## src/rtl/eaf_pkg.sv

```systemverilog
package eaf_pkg;
    localparam int MAC_BYTES = 6;
    localparam int MAC_W     = 8 * MAC_BYTES;
    localparam int BYTE_IX_W = $clog2(MAC_BYTES);

    typedef enum logic [1:0] {
        ST_IDLE  = 2'd0,
        ST_ADDR  = 2'd1,
        ST_DRAIN = 2'd2
    } eaf_state_e;
endpackage

```

## src/rtl/eaf_slot_regs.sv

```systemverilog
module eaf_slot_regs #(
    parameter int NUM_SLOTS = 4,
    localparam int SEL_W    = $clog2(NUM_SLOTS),
    localparam int WORD_W   = SEL_W + 1
) (
    input  logic                              clk,
    input  logic                              rst_n,
    input  logic                              wr_en,
    input  logic [WORD_W-1:0]                 word,
    input  logic [31:0]                       wdata,
    output logic [31:0]                       rdata,
    output logic [NUM_SLOTS-1:0][eaf_pkg::MAC_W-1:0] slot_mac,
    output logic [NUM_SLOTS-1:0]              slot_act
);
    logic [NUM_SLOTS-1:0][31:0] lo_q;
    logic [NUM_SLOTS-1:0][31:0] hi_q;
    logic [NUM_SLOTS-1:0]       act_q;
    logic [SEL_W-1:0]           sel;
    logic                       upper;

    assign sel   = word[WORD_W-1:1];
    assign upper = word[0];

    always_ff @(posedge clk) begin
        if (!rst_n) begin
            lo_q  <= '0;
            hi_q  <= '0;
            act_q <= '0;
        end else if (wr_en) begin
            if (upper) begin
                hi_q[sel]  <= wdata;
                act_q[sel] <= 1'b1;
            end else begin
                lo_q[sel]  <= wdata;
                act_q[sel] <= 1'b0;
            end
        end
    end

    assign rdata    = upper ? hi_q[sel] : lo_q[sel];
    assign slot_act = act_q;

    for (genvar i = 0; i < NUM_SLOTS; i++) begin : g_mac
        assign slot_mac[i] = {hi_q[i][15:0], lo_q[i]};
    end
endmodule

```

## src/rtl/eaf_cmp_lane.sv

```systemverilog
module eaf_cmp_lane (
    input  logic                            clk,
    input  logic                            rst_n,
    input  logic                            start,
    input  logic                            step,
    input  logic [eaf_pkg::BYTE_IX_W-1:0]   byte_ix,
    input  logic [7:0]                      data,
    input  logic [eaf_pkg::MAC_W-1:0]       mac,
    input  logic                            act,
    output logic                            hit_now
);
    logic [eaf_pkg::MAC_W-1:0] snap_mac;
    logic                      snap_act;
    logic                      run_q;
    logic                      byte_eq;

    assign byte_eq = (data == snap_mac[byte_ix*8 +: 8]);

    always_ff @(posedge clk) begin
        if (!rst_n) begin
            snap_mac <= '0;
            snap_act <= 1'b0;
            run_q    <= 1'b0;
        end else if (start) begin
            snap_mac <= mac;
            snap_act <= act;
            run_q    <= (data == mac[7:0]);
        end else if (step) begin
            run_q <= run_q & byte_eq;
        end
    end

    assign hit_now = snap_act & run_q & byte_eq;
endmodule

```

## src/rtl/eaf_prio.sv

```systemverilog
module eaf_prio #(
    parameter int NUM_SLOTS = 4,
    localparam int SEL_W    = $clog2(NUM_SLOTS)
) (
    input  logic [NUM_SLOTS-1:0] hits,
    input  logic                 bcast_hit,
    output logic                 is_match,
    output logic                 is_bcast,
    output logic                 is_miss,
    output logic [SEL_W-1:0]     idx
);
    always_comb begin
        is_match = 1'b0;
        idx      = '0;
        for (int i = 0; i < NUM_SLOTS; i++) begin
            if (hits[i]) begin
                is_match = 1'b1;
                idx      = SEL_W'(i);
            end
        end
        is_bcast = !is_match && bcast_hit;
        is_miss  = !is_match && !bcast_hit;
    end
endmodule

```

## src/rtl/eaf_addr_filter.sv

```systemverilog
module eaf_addr_filter #(
    parameter int NUM_SLOTS = 4,
    localparam int SEL_W    = $clog2(NUM_SLOTS),
    localparam int WORD_W   = SEL_W + 1
) (
    input  logic              clk,
    input  logic              rst_n,
    input  logic              reg_wr,
    input  logic [WORD_W-1:0] reg_word,
    input  logic [31:0]       reg_wdata,
    output logic [31:0]       reg_rdata,
    input  logic              rx_valid,
    input  logic              rx_sof,
    input  logic [7:0]        rx_data,
    output logic              res_valid,
    output logic              res_match,
    output logic              res_bcast,
    output logic              res_miss,
    output logic [SEL_W-1:0]  res_slot
);
    import eaf_pkg::*;

    localparam logic [BYTE_IX_W-1:0] LAST_IX = BYTE_IX_W'(MAC_BYTES - 1);

    logic [NUM_SLOTS-1:0][MAC_W-1:0] slot_mac;
    logic [NUM_SLOTS-1:0]            slot_act;
    logic [NUM_SLOTS-1:0]            slot_hit;
    logic                            bc_hit;

    eaf_state_e             state_q, state_d;
    logic [BYTE_IX_W-1:0]   byte_q;
    logic                   start, step, last;
    logic                   p_match, p_bcast, p_miss;
    logic [SEL_W-1:0]       p_idx;

    eaf_slot_regs #(.NUM_SLOTS(NUM_SLOTS)) u_regs (
        .clk      (clk),
        .rst_n    (rst_n),
        .wr_en    (reg_wr),
        .word     (reg_word),
        .wdata    (reg_wdata),
        .rdata    (reg_rdata),
        .slot_mac (slot_mac),
        .slot_act (slot_act)
    );

    assign start = rx_valid && rx_sof;
    assign step  = rx_valid && !rx_sof && (state_q == ST_ADDR);
    assign last  = step && (byte_q == LAST_IX);

    for (genvar i = 0; i < NUM_SLOTS; i++) begin : g_lane
        eaf_cmp_lane u_lane (
            .clk     (clk),
            .rst_n   (rst_n),
            .start   (start),
            .step    (step),
            .byte_ix (byte_q),
            .data    (rx_data),
            .mac     (slot_mac[i]),
            .act     (slot_act[i]),
            .hit_now (slot_hit[i])
        );
    end

    eaf_cmp_lane u_bc_lane (
        .clk     (clk),
        .rst_n   (rst_n),
        .start   (start),
        .step    (step),
        .byte_ix (byte_q),
        .data    (rx_data),
        .mac     ({MAC_W{1'b1}}),
        .act     (1'b1),
        .hit_now (bc_hit)
    );

    eaf_prio #(.NUM_SLOTS(NUM_SLOTS)) u_prio (
        .hits      (slot_hit),
        .bcast_hit (bc_hit),
        .is_match  (p_match),
        .is_bcast  (p_bcast),
        .is_miss   (p_miss),
        .idx       (p_idx)
    );

    // next-state decode
    always_comb begin
        state_d = state_q;
        unique case (state_q)
            ST_IDLE:  if (start) state_d = ST_ADDR;
            ST_ADDR:  begin
                if (start)     state_d = ST_ADDR;
                else if (last) state_d = ST_DRAIN;
            end
            ST_DRAIN: if (start) state_d = ST_ADDR;
            default:  state_d = ST_IDLE;
        endcase
    end

    // state register and byte position
    always_ff @(posedge clk) begin
        if (!rst_n) begin
            state_q <= ST_IDLE;
            byte_q  <= '0;
        end else begin
            state_q <= state_d;
            if (start)     byte_q <= BYTE_IX_W'(1);
            else if (step) byte_q <= byte_q + 1'b1;
        end
    end

    // registered result
    always_ff @(posedge clk) begin
        if (!rst_n) begin
            res_valid <= 1'b0;
            res_match <= 1'b0;
            res_bcast <= 1'b0;
            res_miss  <= 1'b0;
            res_slot  <= '0;
        end else begin
            res_valid <= last;
            res_match <= last && p_match;
            res_bcast <= last && p_bcast;
            res_miss  <= last && p_miss;
            res_slot  <= last ? p_idx : '0;
        end
    end
endmodule

```

## config.mk

```make
export PLATFORM = sky130hd
export DESIGN_NAME = eaf_addr_filter
export DESIGN_NICKNAME = d
export VERILOG_FILES = /design/src/rtl/eaf_pkg.sv /design/src/rtl/eaf_slot_regs.sv /design/src/rtl/eaf_cmp_lane.sv /design/src/rtl/eaf_prio.sv /design/src/rtl/eaf_addr_filter.sv
export SDC_FILE = /design/constraint.sdc
export NUM_CORES = 1
export LEC_CHECK = 0
export CELL_PAD_IN_SITES_DETAIL_PLACEMENT = 1
export CELL_PAD_IN_SITES_GLOBAL_PLACEMENT = 1
export CORE_AREA = 2 2 203 255
export CTS_CLUSTER_DIAMETER = 200
export CTS_CLUSTER_SIZE = 40
export DETAILED_ROUTE_END_ITERATION = 12
export DIE_AREA = 0 0 205 257
export DONT_BUFFER_PORTS = 1
export MAX_ROUTING_LAYER = met4
export PLACE_DENSITY = 0.73
export SYNTH_ARGS = -nofsm -noshare
export SYNTH_HDL_FRONTEND = slang
export SYNTH_SLANG_ARGS = --single-unit
```

## constraint.sdc

```tcl
create_clock -name clk -period 2.31 [get_ports clk]
set_input_delay 0.231 -clock clk [delete_from_list [all_inputs] [get_ports clk]]
set_output_delay 0.231 -clock clk [all_outputs]
set_load 0.01 [all_outputs]
```

==> results of run 1 <==
area by class of cell:
type | instances | area share, %
Multi-Input combinational cell | 1812 | 40.9
Sequential cell | 473 | 32.9
Timing Repair Buffer | 625 | 21.8
Tap cell | 658 | 2.86
Clock buffer | 16 | 1.32
Inverter | 8 | 0.104
Clock inverter | 2 | 0.0608
Antenna cell | 1 | 0.00869
cell families (layout without fill, tap and decap cells):
kind of cell / after synthesis / count (layout) / synth area share, %
AND/OR/NAND/NOR: 1029 / 1029 / 18.5
AO/OA/AOI/OAI: 545 / 545 / 18.5
flip-flops: 473 / 473 / 43.1
buffers and inverters: 241 / 651 / 4.62
multiplexers: 187 / 187 / 13.3
XOR/XNOR: 49 / 49 / 1.95
adder cells (fa/ha/maj): 2 / 2 / 0.114
other: 0 / 1 / 0
power by group:
group	total, mW	switching (mW)	internal [mW]
Combinational	1.46	0.716	0.744
Sequential	8.41	0.118	8.29
Clock	3.89	2.68	1.22
Total	13.8	3.51	10.2
cells in the mapped netlist, types with 9 or more instances:
| cell | number |
|---|---|
| a21boi_0 | 457 |
| a21oi_1 | 10 |
| buf_2 | 10 |
| clkbuf_1 | 174 |
| clkbuf_2 | 33 |
| dfxtp_1 | 473 |
| mux2_2 | 61 |
| mux2i_1 | 48 |
| mux4_2 | 75 |
| nand2_1 | 926 |
| nand3_1 | 11 |
| nand4_1 | 13 |
| nor2_1 | 22 |
| nor3_1 | 9 |
| o21ai_0 | 19 |
| o22ai_1 | 10 |
| xnor2_1 | 35 |
| xor2_1 | 14 |
sequential cells by signal, summed over array words and instances (netlist names), named ones only:
register	flops
u_bc_lane.snap_act	1
byte_q	3
u_regs.slot_mac	192
res_match	1
res_miss	1
g_lane.u_lane.snap_act	4
g_lane.u_lane.run_q	4
u_bc_lane.run_q	1
g_lane.u_lane.snap_mac	192
res_bcast	1
u_regs.hi_q	64
state_q	2
res_slot	2
res_valid	1
worst min path at each step:
stage	to	slack [ns]	cells past startpoint
6_report	g_lane[3].u_lane.run_q	0.02	4
5_1_grt	g_lane[3].u_lane.run_q	0.02	4
4_1_cts	g_lane[3].u_lane.run_q	0.003	4
3_5_place_dp	u_regs.hi_q[83]	0.39	2
3_3_place_gp	u_regs.slot_mac[82]	0.38	2
2_1_floorplan	g_lane[0].u_lane.snap_act	0.44	2
critical path, cell delays in order, from the launching register on:
cell,delay (ns)
dfxtp_4,0.41
buf_12,0.15
buf_8,0.12
mux2i_4,0.23
o31ai_2,0.08
a41o_1,0.21
or4_4,0.56
or4_4,0.52
o2111ai_4,0.15
nor3_2,0.09
what timing repair did:
item	4_1_cts	5_1_grt
setup endpoints to repair	9	10
pin swaps	18	28
setup buffers	18	16
hold buffers	493	0
resized for setup	40	30
hold endpoints to repair	467	0
gates cloned	1	2
cell usage in the layout (no fill, tap or decap), drive strengths merged, types with 11 or more instances in the layout:
cell / instances
dfxtp: 473
dlygate4sd3: 493
a21boi: 457
mux2: 63
nand4: 13
clkbuf: 18
o21ai: 19
nand2: 926
mux4: 76
mux2i: 48
nand3: 11
buf: 130
xnor2: 35
xor2: 14
nor2: 23
routing by layer:
layer / vias to the layer above / global-route usage (%)
li1: 9266 / -
met2: 568 / 63.0
met3: 217 / 2.80
met4: 0 / 17.0
met1: 10600 / 43.6
met5: - / -
==> impl_metrics.yaml, run 1 <==
sta:
  slew_violations: 290
  hold_slack_ns: 0.0221
  rsz0062_at_grt: "yes"
  post-route-min-period_ns: 2.65
  fmax_ghz: 0.377
  setup_slack_ns: -0.341
  fin_worst_skew_ns: 0.0310
  setup_viol: 12
  worst_slew_pin_slew_ns: 2.02
  tns_ns: -2.07
  hold_viol_final: 0
  fin_crit_sh_pct: 115
  slew-limit-headroom_pct: -34.5
detailed_routing:
  postRouteAntennaNets: 0
  wl_met2_um: 47000
  routedWlPerCell_um: 26.1
  wl_met3_um: 3640
  drcViolationCount: 0
  drt_iter0_drc: 1643
  firstDrtPassIters: 7
  top_layer: "met4"
  viasPerCell: 5.73
  routed_wl_um: 93700
  num_vias: 20600
  wl_met1_um: 37900
floorplanning:
  num_io_pins: 86
  fp.dieW_um: 205
  die_area_um2: 52700
  start_util_pct: 43.7
  row_count: 92
  core_area_um2: 50200
  fp.dieH_um: 257
placed_design:
  pre_cts_slack_ns: -0.340
  port_buffers: 0
  place_congestion: 0.953
  placed_area_um2: 22900
  post-place-cells: 3050
  dpl.hpwl_um: 58600
power_and_ir_drop:
  totalPowerFinal_mw: 13.8
  vdd_drop_max_v: 0.000522
  p_leak_nw: 10.9
  powerDensity_nw_per_um2: 478
logic_synthesis:
  synth_area_leaders: "dfxtp_1, nand2_1, a21boi_0"
  ys_ff_latch: 473
  synth_top_cell_area_share_pct: 43.1
  yosys.area.top_type: "dfxtp_1"
  ys_seq_area_share_pct: 43.1
  synth_area_um2: 22000
  syn-instance-count: 2526
  synthArstFlopShare_pct: 0
  synth_warnings: 0
  synth_edf_count: 0
  synth_flop_cell: "dfxtp_1"
  avgSynthCellArea_um2: 8.69
  yosysUniqueCellTypes: 56
  synth_nets: 2576
final_layout:
  fin_area_um2: 28800
  drive_above_1_share_pct: 11.9
  multiInputGateArea_um2: 11800
  post-route-util_pct: 57.4
  fin_cells: 3595
  seqCellArea_um2: 9480
  final_nets: 2985
  area_delta_synth_final_pct: 31.2
  fillers: 5748
clock_tree:
  clockRootBuffer: "clkbuf_16"
  htreeDepth: 1
  clock-sinks: 473
  clkTransAtPathRegs_ns: 0.16
  cts_buffers: 15
  insertion_delay_ns: 0.60
  clockBufferDepth: 3
  cts_tree: "done"
setup_path:
  endpoint: "res_bcast"
  crit_fanout: 5
  worstReg2RegEnd: "res_bcast"
  cp-end-kind: "flip-flop"
  rr_worst_depth: 9
  required_ns: 2.75
  start_kind: "flip-flop"
  arrival_ns: 3.10
  reg2reg_from: "byte_q[0]"
  cp-startpoint: "byte_q[0]"
  r2r_setup_slack_ns: -0.34
  crit_type: "flip-flop to flip-flop"
global_route:
  antenna_found_initial: 5
  gr-total-overflow: 0
  grt_usage_pct: 36.7
  grt_pass1_wl_um: 141000
  grt_max_degree: 462
  grt_pass1_vias: 22200
min_path:
  hp-class: "primary input to flip-flop"
  hp-start: "rx_data[0]"
flow_run:
  drv_cap: 0
outcome:
  status: "finished with violations"
  violations: "slew limit, setup timing"
No activity file was read; power rests on OpenSTA's default activity.
==> inputs of run 2 (changes only) <==
- CORE_AREA: 2 2 203 255 -> 2 2 199 250
- CTS_BUF_LIST: not set -> sky130_fd_sc_hd__clkbuf_8
- DIE_AREA: 0 0 205 257 -> 0 0 201 252
- PLACE_DENSITY: 0.73 -> 0.76
==> run 2 against run 1 <==
Against the previous run:
- sequential power barely moved
- power fell by 4.7%
- first-iteration DRC count rose by 0.30%
- final area fell by 1.2%
- the run still ends with slew limit, setup timing left
- worst hold slack improved by 0.0083 ns
- global-route usage rose by 3.6 points
==> impl_metrics.yaml, run 2 (synthesized netlist as in run 1, its figures left out) <==
sta:
  rsz0062_at_grt: "yes"
  slew-limit-headroom_pct: -34.9
  fin_worst_skew_ns: 0.0415
  fin_crit_sh_pct: 113
  post-route-min-period_ns: 2.62
  setup_viol: 8
  hold_viol_final: 0
  fmax_ghz: 0.382
  slew_violations: 225
  worst_slew_pin_slew_ns: 2.02
  hold_slack_ns: 0.0303
  setup_slack_ns: -0.307
power_and_ir_drop:
  vdd_drop_max_v: 0.000712
  powerDensity_nw_per_um2: 461
  totalPowerFinal_mw: 13.1
  p_leak_nw: 10.7
setup_path:
  cp-end-kind: "flip-flop"
  slowest_delay_ns: 0.54
  rr_worst_depth: 9
  crit_buf_inv: 2
  reg2reg_from: "byte_q[0]"
  start_kind: "flip-flop"
  cp_common_cell: "or4_4"
  arrival_ns: 3.23
  crit_type: "flip-flop to flip-flop"
  crit_slowest_cell: "or4_4"
  crit_fanout: 6
  critPathTopFamily: "simple AND/OR/NAND/NOR gates"
  worst-path-stages: 9
  cp_cell_sequence: "buf_12, buf_8, mux2i_4, o31ai_2, a41o_1, or4_4, or4_4, nand2b_4, a21oi_2"
  cp-startpoint: "byte_q[0]"
  required_ns: 2.92
detailed_routing:
  top_layer: "met4"
  wl_met1_um: 37900
  firstDrtPassIters: 5
  routedWlPerCell_um: 27.9
  viasPerCell: 5.89
  routed_wl_um: 100000
  postRouteAntennaNets: 0
  wl_met3_um: 4720
  drcViolationCount: 0
  drt_iter0_drc: 1648
  wl_met2_um: 50800
  num_vias: 21100
min_path:
  hold_depth: 5
  hp-class: "primary input to flip-flop"
  hp-start: "rx_data[3]"
final_layout:
  final_nets: 2977
  final_common_cell: "nand2_1"
  drive_above_1_share_pct: 11.3
  area_delta_synth_final_pct: 29.6
  final_cell_mix: "nand2_1, dlygate4sd3_1, dfxtp_1"
  fin_area_um2: 28500
  fin_cells: 3583
  fillers: 5451
clock_tree:
  insertion_delay_ns: 0.69
  clockRootBuffer: "clkbuf_8"
  cts_buffers: 15
  clkTransAtPathRegs_ns: 0.27
  cts_tree: "done"
  clock-sinks: 473
  clockBufferDepth: 3
  htreeDepth: 1
global_route:
  grt_pass1_wl_um: 148000
  antenna_found_initial: 11
  grt_pass1_vias: 22600
  grt_max_degree: 436
  grt_usage_pct: 40.3
  gr-total-overflow: 0
floorplanning:
  core_area_um2: 48100
  fp.dieH_um: 252
  die_area_um2: 50700
  start_util_pct: 45.7
  row_count: 90
  fp.dieW_um: 201
  num_io_pins: 86
placed_design:
  post-place-cells: 3034
  port_buffers: 0
  dpl.hpwl_um: 59600
  place_congestion: 0.965
  placed_area_um2: 22800
outcome:
  violations: "slew limit, setup timing"
  status: "finished with violations"
flow_run:
  drv_cap: 0
## run 2: through the flow
step	util, %	setup WS, ns	setup TNS, ns
after floorplan	-	-0.0823	-0.196
after global placement	47.3	-0.278	-1.15
after detailed placement	47.3	-0.336	-1.36
after CTS	58.8	-0.284	-2.22
after global routing	59.2	-0.439	-2.80
final	59.2	-0.307	-1.70
## run 2: report_power, final
group,switching (mW),leakage (nW),total [mW],internal [mW]
clock,2.57,0.123,3.19,0.619
sequential,0.124,3.82,8.43,8.31
combinational,0.764,6.71,1.49,0.728
total,3.46,10.7,13.1,9.65
## run 2: area by class of cell
class	count	area, um2	share of cell area (%)
multi-input cells	1812	11800	41.3
flip-flops and latches	473	9480	33.3
repair buffers	617	6130	21.5
well taps	644	806	2.83
clock buffers	15	206	0.725
inverters	8	30.0	0.106
diodes	10	25.0	0.0879
clock inverters	4	23.8	0.0835
## run 2: worst reg2reg max path, stage by stage (launching register included)
cell	delay (ns)
dfxtp_4	0.42
buf_12	0.11
buf_8	0.12
mux2i_4	0.23
o31ai_2	0.09
a41o_1	0.21
or4_4	0.54
or4_4	0.52
nand2b_4	0.16
a21oi_2	0.13
## run 2: metal layers
metal | up-vias | global-route usage (%)
met1 | 10800 | 45.0
met3 | 281 | 4.06
li1 | 9266 | -
met5 | - | -
met4 | 0 | 24.5
met2 | 760 | 69.7
## run 2: worst paths after layout
kind / end / slack, ns
worst min-delay path: g_lane[3].u_lane.run_q / 0.03
worst min register to register: g_lane[3].u_lane.snap_mac[31] / 0.49
worst max-delay path: res_slot[0] / -0.31
worst max register to register: res_slot[0] / -0.31
## run 2: repair_timing
item                       CTS  global route
setup buffers               19             4
cloned                       2             0
setup endpoints to repair    9            19
hold buffers               495             1
gates resized for setup     29            31
pin swaps                   16             8
hold endpoints to repair   472             1
==> inputs of run 3 (changes only) <==
- SKIP_CTS_REPAIR_TIMING: not set -> 1
==> run 3 against run 2 <==
Against the previous run:
- the run ends with hold timing, setup timing left
- sequential share of layout area increased by 0.71 points
- fmax increased by 0.17%
- worst hold slack got worse by 0.051 ns
- sequential power about the same
- count of clock-buffer cells in the layout unchanged
- final area decreased by 2.1%
- clock skew increased by 0.0044 ns
- worst setup slack improved by 0.0043 ns
- routed wire length decreased by 3.1%
- critical endpoint unchanged
- highest routed layer unchanged
==> impl_metrics.yaml, run 3 (synthesized netlist as in run 1, its figures left out) <==
outcome:
  status: "finished with violations"
  violations: "hold timing, setup timing"
setup_path:
  rr_worst_depth: 8
  r2r_setup_slack_ns: -0.30
  crit_type: "flip-flop to flip-flop"
  start_kind: "flip-flop"
  crit_fanout: 7
  required_ns: 2.93
  arrival_ns: 3.24
  cp-end-kind: "flip-flop"
final_layout:
  multiInputGateArea_um2: 11600
  final_cell_mix: "nand2_1, dfxtp_1, a21boi_0"
  drive_above_1_share_pct: 10.7
  area_delta_synth_final_pct: 26.9
  final_common_cell: "nand2_1"
  fillers: 5502
  final_nets: 2932
  seqCellArea_um2: 9480
detailed_routing:
  drcViolationCount: 0
  viasPerCell: 5.87
  drt_iter0_drc: 1516
  routed_wl_um: 96900
  postRouteAntennaNets: 0
  num_vias: 20800
  routedWlPerCell_um: 27.4
  firstDrtPassIters: 5
clock_tree:
  clkTransAtPathRegs_ns: 0.27
  cts_tree: "done"
  clock-sinks: 473
  cts_buffers: 15
  insertion_delay_ns: 0.69
  htreeDepth: 1
  clockBufferDepth: 3
  clockRootBuffer: "clkbuf_8"
power_and_ir_drop:
  totalPowerFinal_mw: 13.0
  powerDensity_nw_per_um2: 467
  vdd_drop_max_v: 0.000713
  p_leak_nw: 10.3
min_path:
  hp-class: "primary input to flip-flop"
  hold_depth: 3
global_route:
  grt_pass1_wl_um: 124000
  antenna_found_initial: 9
  grt_pass1_vias: 18400
  grt_usage_pct: 33.9
  gr-total-overflow: 0
  grt_max_degree: 467
sta:
  hold_slack_ns: -0.0206
  hold_viol_final: 3
  worst_slew_pin_slew_ns: 1.20
  slew_violations: 0
  fin_worst_skew_ns: 0.0459
  fin_crit_sh_pct: 113
  setup_viol: 9
  rsz0062_at_grt: "yes"
  setup_slack_ns: -0.302
  post-route-min-period_ns: 2.61
  fmax_ghz: 0.383
  slew-limit-headroom_pct: 20.0
floorplanning:
  fp.dieW_um: 201
  die_area_um2: 50700
  core_area_um2: 48100
  row_count: 90
  start_util_pct: 45.7
  num_io_pins: 86
  fp.dieH_um: 252
flow_run:
  drv_cap: 0
placed_design:
  place_congestion: 0.965
  pre_cts_slack_ns: -0.336
  port_buffers: 0
  dpl.hpwl_um: 59600
==> run 3: cell types whose count changed in the layout (fill, tap and decap cells not counted), moves of 2 or more <==
cell and change:
diode_2 -2, mux2i_1 +4, mux2_2 +2, clkbuf_16 +2, mux2i_4 -3, dlygate4sd3_1 -38
buf_6 -2, a22oi_2 -2, buf_12 -2, a22oi_1 +2, dlymetal6s4s_1 -4, mux2_4 -2
==> run 3: worst max-delay path: stages, from the launching register on <==
cell      delay, ns
dfxtp_4        0.46
buf_4          0.13
mux4_2         0.49
nand2_2        0.09
mux2i_1        0.08
or4_4          0.55
or4_4          0.46
nand2b_4       0.16
a21oi_2        0.14
==> run 3: area by class of cell <==
class / instances / area share, %
Multi-Input combinational cell: 1812 / 41.7
Sequential cell: 473 / 34.0
Timing Repair Buffer: 572 / 20.3
Tap cell: 644 / 2.89
Clock buffer: 15 / 0.741
Inverter: 8 / 0.108
Clock inverter: 4 / 0.0853
Antenna cell: 8 / 0.0719
==> run 3: worst paths after layout <==
check	startpoint	endpoint
min	rx_valid	state_q[1]
max	byte_q[0]	res_slot[0]
min reg2reg	g_lane[2].u_lane.snap_mac[15]	g_lane[2].u_lane.snap_mac[15]
max reg2reg	byte_q[0]	res_slot[0]
==> run 3: report_power, final <==
part / internal [mW] / switching (mW)
sequential: 8.31 / 0.122
combinational: 0.682 / 0.742
clock: 0.619 / 2.55
==> run 3: stage by stage <==
step           util, %  TNS, ns  instance area (um2)  std cells
5_1_grt           57.9    -2.67                27900       3535
6_report          57.9    -1.88                27900       3536
3_3_place_gp      47.3    -1.15                22800       3034
2_1_floorplan        -   -0.196                22000       2526
4_1_cts           47.8    -1.86                23000       3053
3_5_place_dp      47.3    -1.36                22800       3034
==> run 3: layer usage <==
metal | global-route usage (%) | part of all wire [%]
met4 | 14.4 | 7.0
met3 | 2.53 | 4.5
met5 | - | 0
met1 | 40.0 | 39
met2 | 59.7 | 50
